**config.mk**
```make
export PLATFORM = sky130hd
export DESIGN_NAME = dd_smul
export DESIGN_NICKNAME = d
export VERILOG_FILES = /design/src/rtl/dd_smul_pkg.sv /design/src/rtl/dd_smul_rail_dec.sv /design/src/rtl/dd_smul_csa_row.sv /design/src/rtl/dd_smul_cpa.sv /design/src/rtl/dd_smul_ctrl.sv /design/src/rtl/dd_smul.sv
export SDC_FILE = /design/constraint.sdc
export NUM_CORES = 1
export LEC_CHECK = 0
export ABC_AREA = 1
export ABC_CLOCK_PERIOD_IN_PS = 4200
export BUFFER_PORTS_ARGS = -buffer_cell sky130_fd_sc_hd__buf_4
export CELL_PAD_IN_SITES_DETAIL_PLACEMENT = 0
export CELL_PAD_IN_SITES_GLOBAL_PLACEMENT = 1
export CORE_ASPECT_RATIO = 0.7
export CORE_MARGIN = 2
export CORE_UTILIZATION = 44
export DETAILED_ROUTE_END_ITERATION = 6
export PLACE_DENSITY_LB_ADDON = 0.1
export RECOVER_POWER = 25
export SYNTH_ARGS = -nofsm -noshare
export SYNTH_HDL_FRONTEND = slang
export SYNTH_HIERARCHICAL = 1
export SYNTH_SLANG_ARGS = --single-unit
```
**constraint.sdc**
```tcl
create_clock -name clk -period 4.2 [get_ports clk]
set_input_delay 1.05 -clock clk [delete_from_list [all_inputs] [get_ports clk]]
set_output_delay 1.05 -clock clk [all_outputs]
set_load 0.02 [all_outputs]
```
**src/rtl/dd_smul_pkg.sv**
```systemverilog
// Package: shared state encoding for the data-dependent multiplier.
// Assumes: included ahead of every module of the block.
package dd_smul_pkg;

    typedef enum logic [2:0] {
        ST_IDLE  = 3'd0,   // waiting for a valid request
        ST_ROWS  = 3'd1,   // applying enabled adder rows, one per cycle
        ST_CPA   = 3'd2,   // final carry-propagate addition
        ST_HOLD  = 3'd3,   // result presented, waiting for req to fall
        ST_FAULT = 3'd4    // illegal rail code seen, waiting for req to fall
    } smul_state_t;

endpackage

```
**src/rtl/dd_smul_rail_dec.sv**
```systemverilog
// Module: dual-rail decoder for the multiplier magnitude.
// Does: turns each (t,f) pair into a value bit, and reports whether
//       every pair holds a code (complete) and whether any pair is (1,1).
// Assumes: purely combinational; the caller decides when to sample.
module dd_smul_rail_dec #(
    parameter int W = 4
) (
    input  logic [W-1:0] rail_t,
    input  logic [W-1:0] rail_f,
    output logic [W-1:0] val,
    output logic         complete,
    output logic         illegal
);

    logic [W-1:0] pair_ok;
    logic [W-1:0] pair_bad;

    // One decoder cell per rail pair.
    for (genvar i = 0; i < W; i++) begin : g_pair
        assign val[i]      = rail_t[i];
        assign pair_ok[i]  = rail_t[i] ^ rail_f[i];
        assign pair_bad[i] = rail_t[i] & rail_f[i];
    end

    // Completion and fault summary over all pairs.
    always_comb begin
        complete = &pair_ok;
        illegal  = |pair_bad;
    end

endmodule

```
**src/rtl/dd_smul_csa_row.sv**
```systemverilog
// Module: one gated carry-save adder row of the magnitude array.
// Does: when en is high, adds the multiplicand shifted by ROW into the
//       (sum, carry) pair; when en is low, the pair passes through unchanged.
// Assumes: the final product fits PROD_W bits, so the top carry is dropped.
module dd_smul_csa_row #(
    parameter int MAG_W  = 4,
    parameter int PROD_W = 8,
    parameter int ROW    = 0
) (
    input  logic              en,
    input  logic [MAG_W-1:0]  mcand,
    input  logic [PROD_W-1:0] sum_i,
    input  logic [PROD_W-1:0] carry_i,
    output logic [PROD_W-1:0] sum_o,
    output logic [PROD_W-1:0] carry_o
);

    logic [PROD_W-1:0] pp;
    logic [PROD_W-1:0] fa_sum;
    logic [PROD_W-1:0] fa_maj;

    // Partial product for this row: shifted multiplicand.
    always_comb pp = PROD_W'(mcand) << ROW;

    // Full adder cells, one per product bit.
    for (genvar i = 0; i < PROD_W; i++) begin : g_cell
        assign fa_sum[i] = sum_i[i] ^ carry_i[i] ^ pp[i];
        assign fa_maj[i] = (sum_i[i] & carry_i[i]) | (sum_i[i] & pp[i]) |
                           (carry_i[i] & pp[i]);
    end

    // Bypass mux: disabled row forwards its inputs.
    always_comb begin
        if (en) begin
            sum_o   = fa_sum;
            carry_o = {fa_maj[PROD_W-2:0], 1'b0};
        end else begin
            sum_o   = sum_i;
            carry_o = carry_i;
        end
    end

endmodule

```
**src/rtl/dd_smul_cpa.sv**
```systemverilog
// Module: final carry-propagate adder merging the carry-save pair.
// Does: ripple addition of sum and carry vectors, result modulo 2^W.
// Assumes: combinational; result is registered by the caller.
module dd_smul_cpa #(
    parameter int W = 8
) (
    input  logic [W-1:0] sum_i,
    input  logic [W-1:0] carry_i,
    output logic [W-1:0] res
);

    logic [W:0] c;

    // Carry into bit 0 is zero.
    assign c[0] = 1'b0;

    // Ripple chain, one cell per bit.
    for (genvar i = 0; i < W; i++) begin : g_bit
        assign res[i]   = sum_i[i] ^ carry_i[i] ^ c[i];
        assign c[i+1]   = (sum_i[i] & carry_i[i]) | (c[i] & (sum_i[i] ^ carry_i[i]));
    end

endmodule

```
**src/rtl/dd_smul_ctrl.sv**
```systemverilog
// Module: four-phase handshake controller for the multiplier.
// Does: sequences idle -> rows -> final add -> hold -> idle, or
//       idle -> fault -> idle, and emits one-cycle strobes to the datapath.
// Assumes: req is synchronous to clk; reset puts the controller in idle,
//          which treats req as having been low.
module dd_smul_ctrl
    import dd_smul_pkg::*;
(
    input  logic clk,
    input  logic rst_n,
    input  logic req,
    input  logic complete,
    input  logic illegal,
    input  logic zero_mr,
    input  logic last_row,
    output logic load,
    output logic step,
    output logic finish,
    output logic clear,
    output logic done,
    output logic err
);

    smul_state_t st_q;
    smul_state_t st_d;

    // Strobes decoded from the present state and inputs.
    always_comb begin
        load   = (st_q == ST_IDLE) && req && !illegal && complete;
        step   = (st_q == ST_ROWS);
        finish = (st_q == ST_CPA);
        clear  = ((st_q == ST_HOLD) || (st_q == ST_FAULT)) && !req;
    end

    // Next-state logic.
    always_comb begin
        st_d = st_q;
        unique case (st_q)
            ST_IDLE: begin
                if (req && illegal)   st_d = ST_FAULT;
                else if (load)        st_d = zero_mr ? ST_CPA : ST_ROWS;
            end
            ST_ROWS:  if (last_row) st_d = ST_CPA;
            ST_CPA:   st_d = ST_HOLD;
            ST_HOLD:  if (!req) st_d = ST_IDLE;
            ST_FAULT: if (!req) st_d = ST_IDLE;
            default:  st_d = ST_IDLE;
        endcase
    end

    // State register with synchronous active-low reset.
    always_ff @(posedge clk) begin
        if (!rst_n) st_q <= ST_IDLE;
        else        st_q <= st_d;
    end

    // Registered handshake outputs.
    always_ff @(posedge clk) begin
        if (!rst_n) begin
            done <= 1'b0;
            err  <= 1'b0;
        end else begin
            done <= (st_d == ST_HOLD);
            err  <= (st_d == ST_FAULT);
        end
    end

endmodule

```
**src/rtl/dd_smul.sv**
```systemverilog
// Module: data-dependent sign-magnitude multiplier (top).
// Does: captures operands on a valid request, runs one gated carry-save
//       row per one-bit of the multiplier magnitude, merges with a final
//       add, and presents sign and magnitude until req falls.
// Assumes: operands are stable from req rising until done rises; the
//          multiplier magnitude is dual-rail coded.
module dd_smul #(
    parameter int MAG_W = 4,
    localparam int PROD_W = 2 * MAG_W
) (
    input  logic              clk,
    input  logic              rst_n,
    input  logic              req,
    input  logic              a_sign,
    input  logic [MAG_W-1:0]  a_mag,
    input  logic              b_sign,
    input  logic [MAG_W-1:0]  mr_t,
    input  logic [MAG_W-1:0]  mr_f,
    output logic              done,
    output logic              err,
    output logic              p_sign,
    output logic [PROD_W-1:0] p_mag
);

    logic [MAG_W-1:0]  dec_val;
    logic              dec_complete;
    logic              dec_illegal;
    logic              load;
    logic              step;
    logic              finish;
    logic              clear;

    logic [MAG_W-1:0]  a_mag_q;
    logic              a_sign_q;
    logic              b_sign_q;
    logic [MAG_W-1:0]  mr_t_q;
    logic [MAG_W-1:0]  mr_f_q;
    logic [MAG_W-1:0]  mask_q;
    logic [MAG_W-1:0]  sel;
    logic [MAG_W-1:0]  row_en;
    logic [PROD_W-1:0] sum_q;
    logic [PROD_W-1:0] carry_q;
    logic [PROD_W-1:0] cpa_out;
    logic [PROD_W-1:0] p_mag_q;
    logic              p_sign_q;

    logic [PROD_W-1:0] s_ch [MAG_W+1];
    logic [PROD_W-1:0] c_ch [MAG_W+1];

    // Decode the incoming dual-rail multiplier.
    dd_smul_rail_dec #(.W(MAG_W)) dec_i (
        .rail_t   (mr_t),
        .rail_f   (mr_f),
        .val      (dec_val),
        .complete (dec_complete),
        .illegal  (dec_illegal)
    );

    // Lowest pending row, and gate enables from the held rails.
    always_comb begin
        sel    = mask_q & (~mask_q + MAG_W'(1));
        row_en = sel & mr_t_q & ~mr_f_q & {MAG_W{step}};
    end

    // Handshake controller.
    dd_smul_ctrl ctrl_i (
        .clk      (clk),
        .rst_n    (rst_n),
        .req      (req),
        .complete (dec_complete),
        .illegal  (dec_illegal),
        .zero_mr  (dec_val == '0),
        .last_row ((mask_q & ~sel) == '0),
        .load     (load),
        .step     (step),
        .finish   (finish),
        .clear    (clear),
        .done     (done),
        .err      (err)
    );

    // Head of the row chain is the held carry-save pair.
    assign s_ch[0] = sum_q;
    assign c_ch[0] = carry_q;

    // Array of gated rows; at most one is enabled per cycle.
    for (genvar n = 0; n < MAG_W; n++) begin : g_row
        dd_smul_csa_row #(
            .MAG_W  (MAG_W),
            .PROD_W (PROD_W),
            .ROW    (n)
        ) row_i (
            .en      (row_en[n]),
            .mcand   (a_mag_q),
            .sum_i   (s_ch[n]),
            .carry_i (c_ch[n]),
            .sum_o   (s_ch[n+1]),
            .carry_o (c_ch[n+1])
        );
    end

    // Final merge of the carry-save pair.
    dd_smul_cpa #(.W(PROD_W)) cpa_i (
        .sum_i   (sum_q),
        .carry_i (carry_q),
        .res     (cpa_out)
    );

    // Operand capture and return-to-zero of the operand/rail registers.
    always_ff @(posedge clk) begin
        if (!rst_n || clear) begin
            a_mag_q  <= '0;
            a_sign_q <= 1'b0;
            b_sign_q <= 1'b0;
            mr_t_q   <= '0;
            mr_f_q   <= '0;
        end else if (load) begin
            a_mag_q  <= a_mag;
            a_sign_q <= a_sign;
            b_sign_q <= b_sign;
            mr_t_q   <= mr_t;
            mr_f_q   <= mr_f;
        end
    end

    // Carry-save accumulation and pending-row mask.
    always_ff @(posedge clk) begin
        if (!rst_n || clear) begin
            mask_q  <= '0;
            sum_q   <= '0;
            carry_q <= '0;
        end else if (load) begin
            mask_q  <= dec_val;
            sum_q   <= '0;
            carry_q <= '0;
        end else if (step) begin
            mask_q  <= mask_q & ~sel;
            sum_q   <= s_ch[MAG_W];
            carry_q <= c_ch[MAG_W];
        end
    end

    // Product register, written by the final add and cleared on return to zero.
    always_ff @(posedge clk) begin
        if (!rst_n || clear) begin
            p_mag_q  <= '0;
            p_sign_q <= 1'b0;
        end else if (finish) begin
            p_mag_q  <= cpa_out;
            p_sign_q <= (|cpa_out) & (a_sign_q ^ b_sign_q);
        end
    end

    assign p_mag  = p_mag_q;
    assign p_sign = p_sign_q;

endmodule

```
Word-level counts from Yosys, hierarchy flattened
Cells that the tools add are included.
{"block": "totals", "regBits": 48, "word_cells": 232, "output_inout_bits": 11, "input_bits": 17}
{"block": "op_classes", "addsub": 1, "bitwise": 177, "eq_ne": 6, "muxes": 16, "n_reduce_logical": 19}
{"operator": "1-bit bitwise AND", "count": 71}
{"operator": "8-bit two-way mux", "count": 8}
{"operator": "1-bit bitwise XOR", "count": 60}
{"operator": "1-bit OR", "count": 38}
{"operator": "4-bit bitwise AND", "count": 5}
{"operator": "3-bit two-way mux", "count": 4}
{"operator": "4-bit inverter", "count": 3}
{"operator": "3-bit one-hot mux with 4 select lines", "count": 1}
{"operator": "3-bit by 2-bit equality test with 1-bit output (second input constant)", "count": 3}
{"operator": "4-bit logical NOT", "count": 2}
{"operator": "4-bit two-way mux", "count": 2}
{"operator": "8-bit OR reduction", "count": 1}
{"operator": "3-bit equality test (second input constant)", "count": 2}
{"operator": "1-bit logical AND", "count": 5}
{"operator": "4-bit by 1-bit adder with 4-bit output (second input constant)", "count": 1}
{"operator": "4-bit AND reduction", "count": 1}
{"operator": "2-bit OR reduction", "count": 2}
{"operator": "4-bit OR reduction", "count": 1}
{"operator": "3-bit by 1-bit equality test with 1-bit output (second input constant)", "count": 1}
{"operator": "1-bit logical NOT", "count": 3}
{"operator": "3-bit logical NOT", "count": 1}
{"operator": "1-bit logical OR", "count": 2}
{"operator": "2-bit two-way mux", "count": 1}
{"operator": "2-bit nonzero test", "count": 1}

Logic depth before layout (Yosys ltp)
{"block": "depth", "depth_word": 19, "mapped_depth": 25, "ltp_nobuf": 23}

Hierarchy
The synthesis kept the hierarchy.
{"mod": "dd_smul", "instances": 1, "cells_each": 219, "seq_area_each_um2": 860.8, "area_each_um2": 1789.2}
{"mod": "dd_smul_csa_row", "instances": 4, "cells_each": 60, "seq_area_each_um2": 0.0, "area_each_um2": 346.6}
{"mod": "dd_smul_ctrl", "instances": 1, "cells_each": 37, "seq_area_each_um2": 100.1, "area_each_um2": 249.0}
{"mod": "dd_smul_cpa", "instances": 1, "cells_each": 22, "seq_area_each_um2": 0.0, "area_each_um2": 191.4}
{"mod": "dd_smul_rail_dec", "instances": 1, "cells_each": 14, "seq_area_each_um2": 0.0, "area_each_um2": 102.6}

Worst setup path after synthesis
Ideal clock, no wire load.
{"block": "synth_timing", "kind": "register -> register", "start": "register ctrl_i.st_q[2]", "end": "register sum_q[3]", "arrival_time_ns": 3.535, "setup_slack_ns": 0.599, "setup_ns": 0.066, "period_less_slack_ns": 3.601, "path_stages_with_launch": 22, "t_required_ns": 4.134, "n_path_buf": 3, "cell_sequence": "dfxtp_1 -> nor2_1 -> nand2_1 -> inv_1 -> buf_4 -> inv_2 -> buf_6 -> nor3_2 -> buf_4 -> nand2_1 -> o21ai_0 -> fa_1 -> nand2_1 -> o21ai_0 -> fa_1 -> nand2_1 -> o21ai_0 -> fa_1 -> nand2_1 -> o21ai_0 -> nand2_1 -> a21oi_2"}
{"element": "start, declared", "line": "dd_smul_ctrl.sv:24", "rtl": "smul_state_t st_q;"}
{"element": "start signal, assigned", "line": "dd_smul_ctrl.sv:54", "rtl": "else st_q <= st_d;"}
{"element": "end signal, assigned", "line": "dd_smul.sv:138", "rtl": "sum_q <= s_ch[MAG_W];"}
{"element": "end, declared", "line": "dd_smul.sv:41", "rtl": "logic [PROD_W-1:0] sum_q;"}

==> impl_metrics.py <==
metrics = {
    "clocking": {
        "numClockSinks": 48,
        "cts-root-buf": "clkbuf_16",
        "cts_tree": "done",
        "clock_latency_ns": 0.29,
        "cts_hold_buf": 0,
        "htreeDepth": 2,
        "numCtsBuffers": 5,
        "clk_pin_slew_ns": 0.07,
        "cts_buffer_depth": 2,
    },
    "global_routing": {
        "grt_pass1_vias": 2949,
        "grt_first_pass_wirelength_um": 14900,
        "grt_util_all_layers_pct": 20.6,
        "antenna_found_initial": 0,
        "gr-total-overflow": 0,
        "grt_max_degree": 32,
    },
    "power_and_ir_drop": {
        "power.density_mw_per_mm2": 259,
        "ir_drop_v": 0.000133,
        "cellLeakagePower_nw": 1.60,
    },
    "layout": {
        "drive_gt1_share_pct": 12.4,
        "layout.nets": 605,
        "instances_no_fill": 654,
        "design_area_mm2": 0.00405,
        "diodes": 0,
        "synthToLayoutAreaGrowth_pct": 9.02,
    },
    "worst_setup_path": {
        "path_max_fanout": 13,
        "crit_path_frequent_cell": "nand2_1",
        "path_class": "flip-flop to flip-flop",
        "cpPeakStageDelay_ns": 0.57,
        "required_ns": 4.42,
        "cp-end-kind": "flip-flop",
        "critPathArrivalTime_ns": 4.07,
        "path_cells": "nor2_1, nand2_1, inv_1, inv_2, nor3_4, o21ai_0, fa_1, nand2_1, o21ai_0, fa_1, nand2_1, o21ai_0, fa_1, nand2_1, o21ai_0, nand2_1, a21oi_2",
        "cp-start-kind": "flip-flop",
        "cpMaxStageDelayCell": "fa_1",
    },
    "run_status": {
        "status": "finished, final reports clean",
    },
    "sta": {
        "setup-tns-final_ns": 0,
        "finalSetupViolCount": 0,
        "max_clock_freq_mhz": 260,
        "skew_ns": 0.00552,
        "rsz0062_at_grt": "no",
        "finalCriticalPeriod_ns": 3.84,
        "worst_pin_slew_ns": 0.987,
        "slew_violations": 0,
        "finalHoldViolations": 0,
        "final_min_period_over_clock_period_pct": 91.5,
        "slew_headroom_pct": 33.8,
    },
    "job": {
        "maxCapViolCount": 0,
    },
    "place": {
        "gp_congestion": 0.813,
        "placed_cells": 647,
        "placed_area_mm2": 0.00391,
        "portBuffers": 27,
        "hpwlAfterDp_um": 6780,
    },
    "die": {
        "dieArea_mm2": 0.00921,
        "pin_count": 28,
        "fp.dieH_um": 80.9,
        "core-area_mm2": 0.00834,
        "row_count": 28,
        "start_util_pct": 44.6,
        "die_x_um": 114,
    },
    "yosys": {
        "ys.flop_type": "dfxtp_1",
        "syn_nets": 588,
        "synthesis.area_mm2": 0.00372,
        "synth-warning-count": 6,
        "synth-seq-cells": 48,
        "seq_area_frac_synth_pct": 25.8,
        "synthCells": 532,
        "async_flop_share_pct": 0,
        "synth-edff-count": 0,
        "syn_avg_cell_area_um2": 6.99,
        "synth.distinct_cells": 29,
    },
    "detailed_routing": {
        "avgRoutedWirePerCell_um": 13.3,
        "drc": 0,
        "num_vias": 3109,
        "finalWirelength_um": 8710,
        "antenna_left": 0,
        "first_pass_iters": 4,
        "drtIter0Drc": 194,
        "via_per_inst": 4.75,
    },
    "min_path": {
        "hold_path.class": "flip-flop to flip-flop",
    },
}
## flip-flops by register name, indices dropped and copies added (netlist names), 3 cells and up
register     flops
mr_f_q           4
sum_q            8
ctrl_i/st_q      3
mr_t_q           4
p_mag            8
mask_q           4
carry_q          8
a_mag_q          4
## power breakdown
part / switching (mW) / leakage (nW) / internal, mW / total (mW)
Clock: 0.179 / 0.0899 / 0.338 / 0.517
Combinational: 0.0473 / 1.13 / 0.0219 / 0.0692
Sequential: 0.00390 / 0.387 / 0.460 / 0.464
## cells by family (layout without fill, tap and decap cells)
logic type / count (synthesis) / in the layout / share of synthesized area, %
compound gates: 108 / 108 / 16.9
buf+inv: 120 / 137 / 15.4
flops: 48 / 48 / 25.8
fa+ha+maj: 39 / 39 / 17.6
simple gates: 216 / 216 / 24.0
xor+xnor: 1 / 1 / 0.236
## Yosys cell counts, types with 4 or more instances
master   number  area [um^2]
ha_1         17          213
nand2_1     170          638
nor2_2        4         25.0
inv_1        90          338
buf_6         6         67.6
dfxtp_1      48          961
buf_4        17          128
fa_1         22          440
nand3_1      11         55.1
a21oi_1      25          125
a21oi_2      20          175
o21ai_0      47          235
o21ai_1      12         60.1
nor2_1       17         63.8
## critical path, delay by kind of cell, from the launching register on
family / cells / cell delay, ns
AO/OA/AOI/OAI: 5 / 0.82
adder cells (fa/ha/maj): 3 / 1.61
buffers and inverters: 2 / 0.14
flip-flops: 1 / 0.34
AND/OR/NAND/NOR: 7 / 0.85
## path summary, 6_finish.rpt
kind	startpoint	endpoint	slack [ns]	cells after the start
setup / recovery	ctrl_i/st_q[2]$_SDFF_PN0_	sum_q[4]$_SDFFE_PP0P_	0.36	17
hold / removal	p_mag[1]$_SDFFE_PP0P_	p_mag[1]$_SDFFE_PP0P_	0.47	2
setup reg to reg	ctrl_i/st_q[2]$_SDFF_PN0_	sum_q[4]$_SDFFE_PP0P_	0.36	17
hold reg to reg	p_mag[1]$_SDFFE_PP0P_	p_mag[1]$_SDFFE_PP0P_	0.47	2
## placed cells by master, fill, tap and decap left out, types with 2 or more instances in the layout
master and instances:
nand3_1 11, nor3_2 2, a21oi_1 25, a21oi_2 20
dfxtp_1 48, clkbuf_16 5, nor3_1 3, inv_1 90
nor2_4 2, clkbuf_1 13, nor2_2 4, fa_1 22
buf_4 24, ha_1 17, nand2_1 170, bufinv_16 2
o21ai_1 12, o21ai_0 47, inv_2 3, nand2_2 3
nor2_1 17
## cell type report
class | count | area (um^2)
Clock inverter | 2 | 60.1
Tap cell | 105 | 131
Clock buffer | 5 | 125
Multi-Input combinational cell | 364 | 2200
Timing Repair Buffer | 37 | 229
Inverter | 93 | 349
Sequential cell | 48 | 961
Fill cell | 884 | 4280
## per-layer routing
metal  track usage (%)  vias up  share of wire [%]
li1                  -     1670                  -
met1              32.6     1390                 56
met2              28.8       45                 38
met3              4.48        4                5.0
met4              2.80        0               0.47
met5                 0        -                  0
## stage by stage
step	power, mW	hold slack, ns	setup WS [ns]	utilization, %
2_1_floorplan	0.524	0.440	0.599	-
3_3_place_gp	0.545	0.451	0.276	46.9
3_5_place_dp	0.546	0.460	0.226	46.9
4_1_cts	1.06	0.470	0.207	49.1
5_1_grt	1.08	0.482	0.000433	48.6
6_report	1.05	0.466	0.358	48.6
## timing repair
item / CTS / global route
setup buffers: 0 / 0
gates resized for setup: 0 / 1
setup endpoints to repair: 0 / 6
No activity file was read; power rests on OpenSTA's default activity.
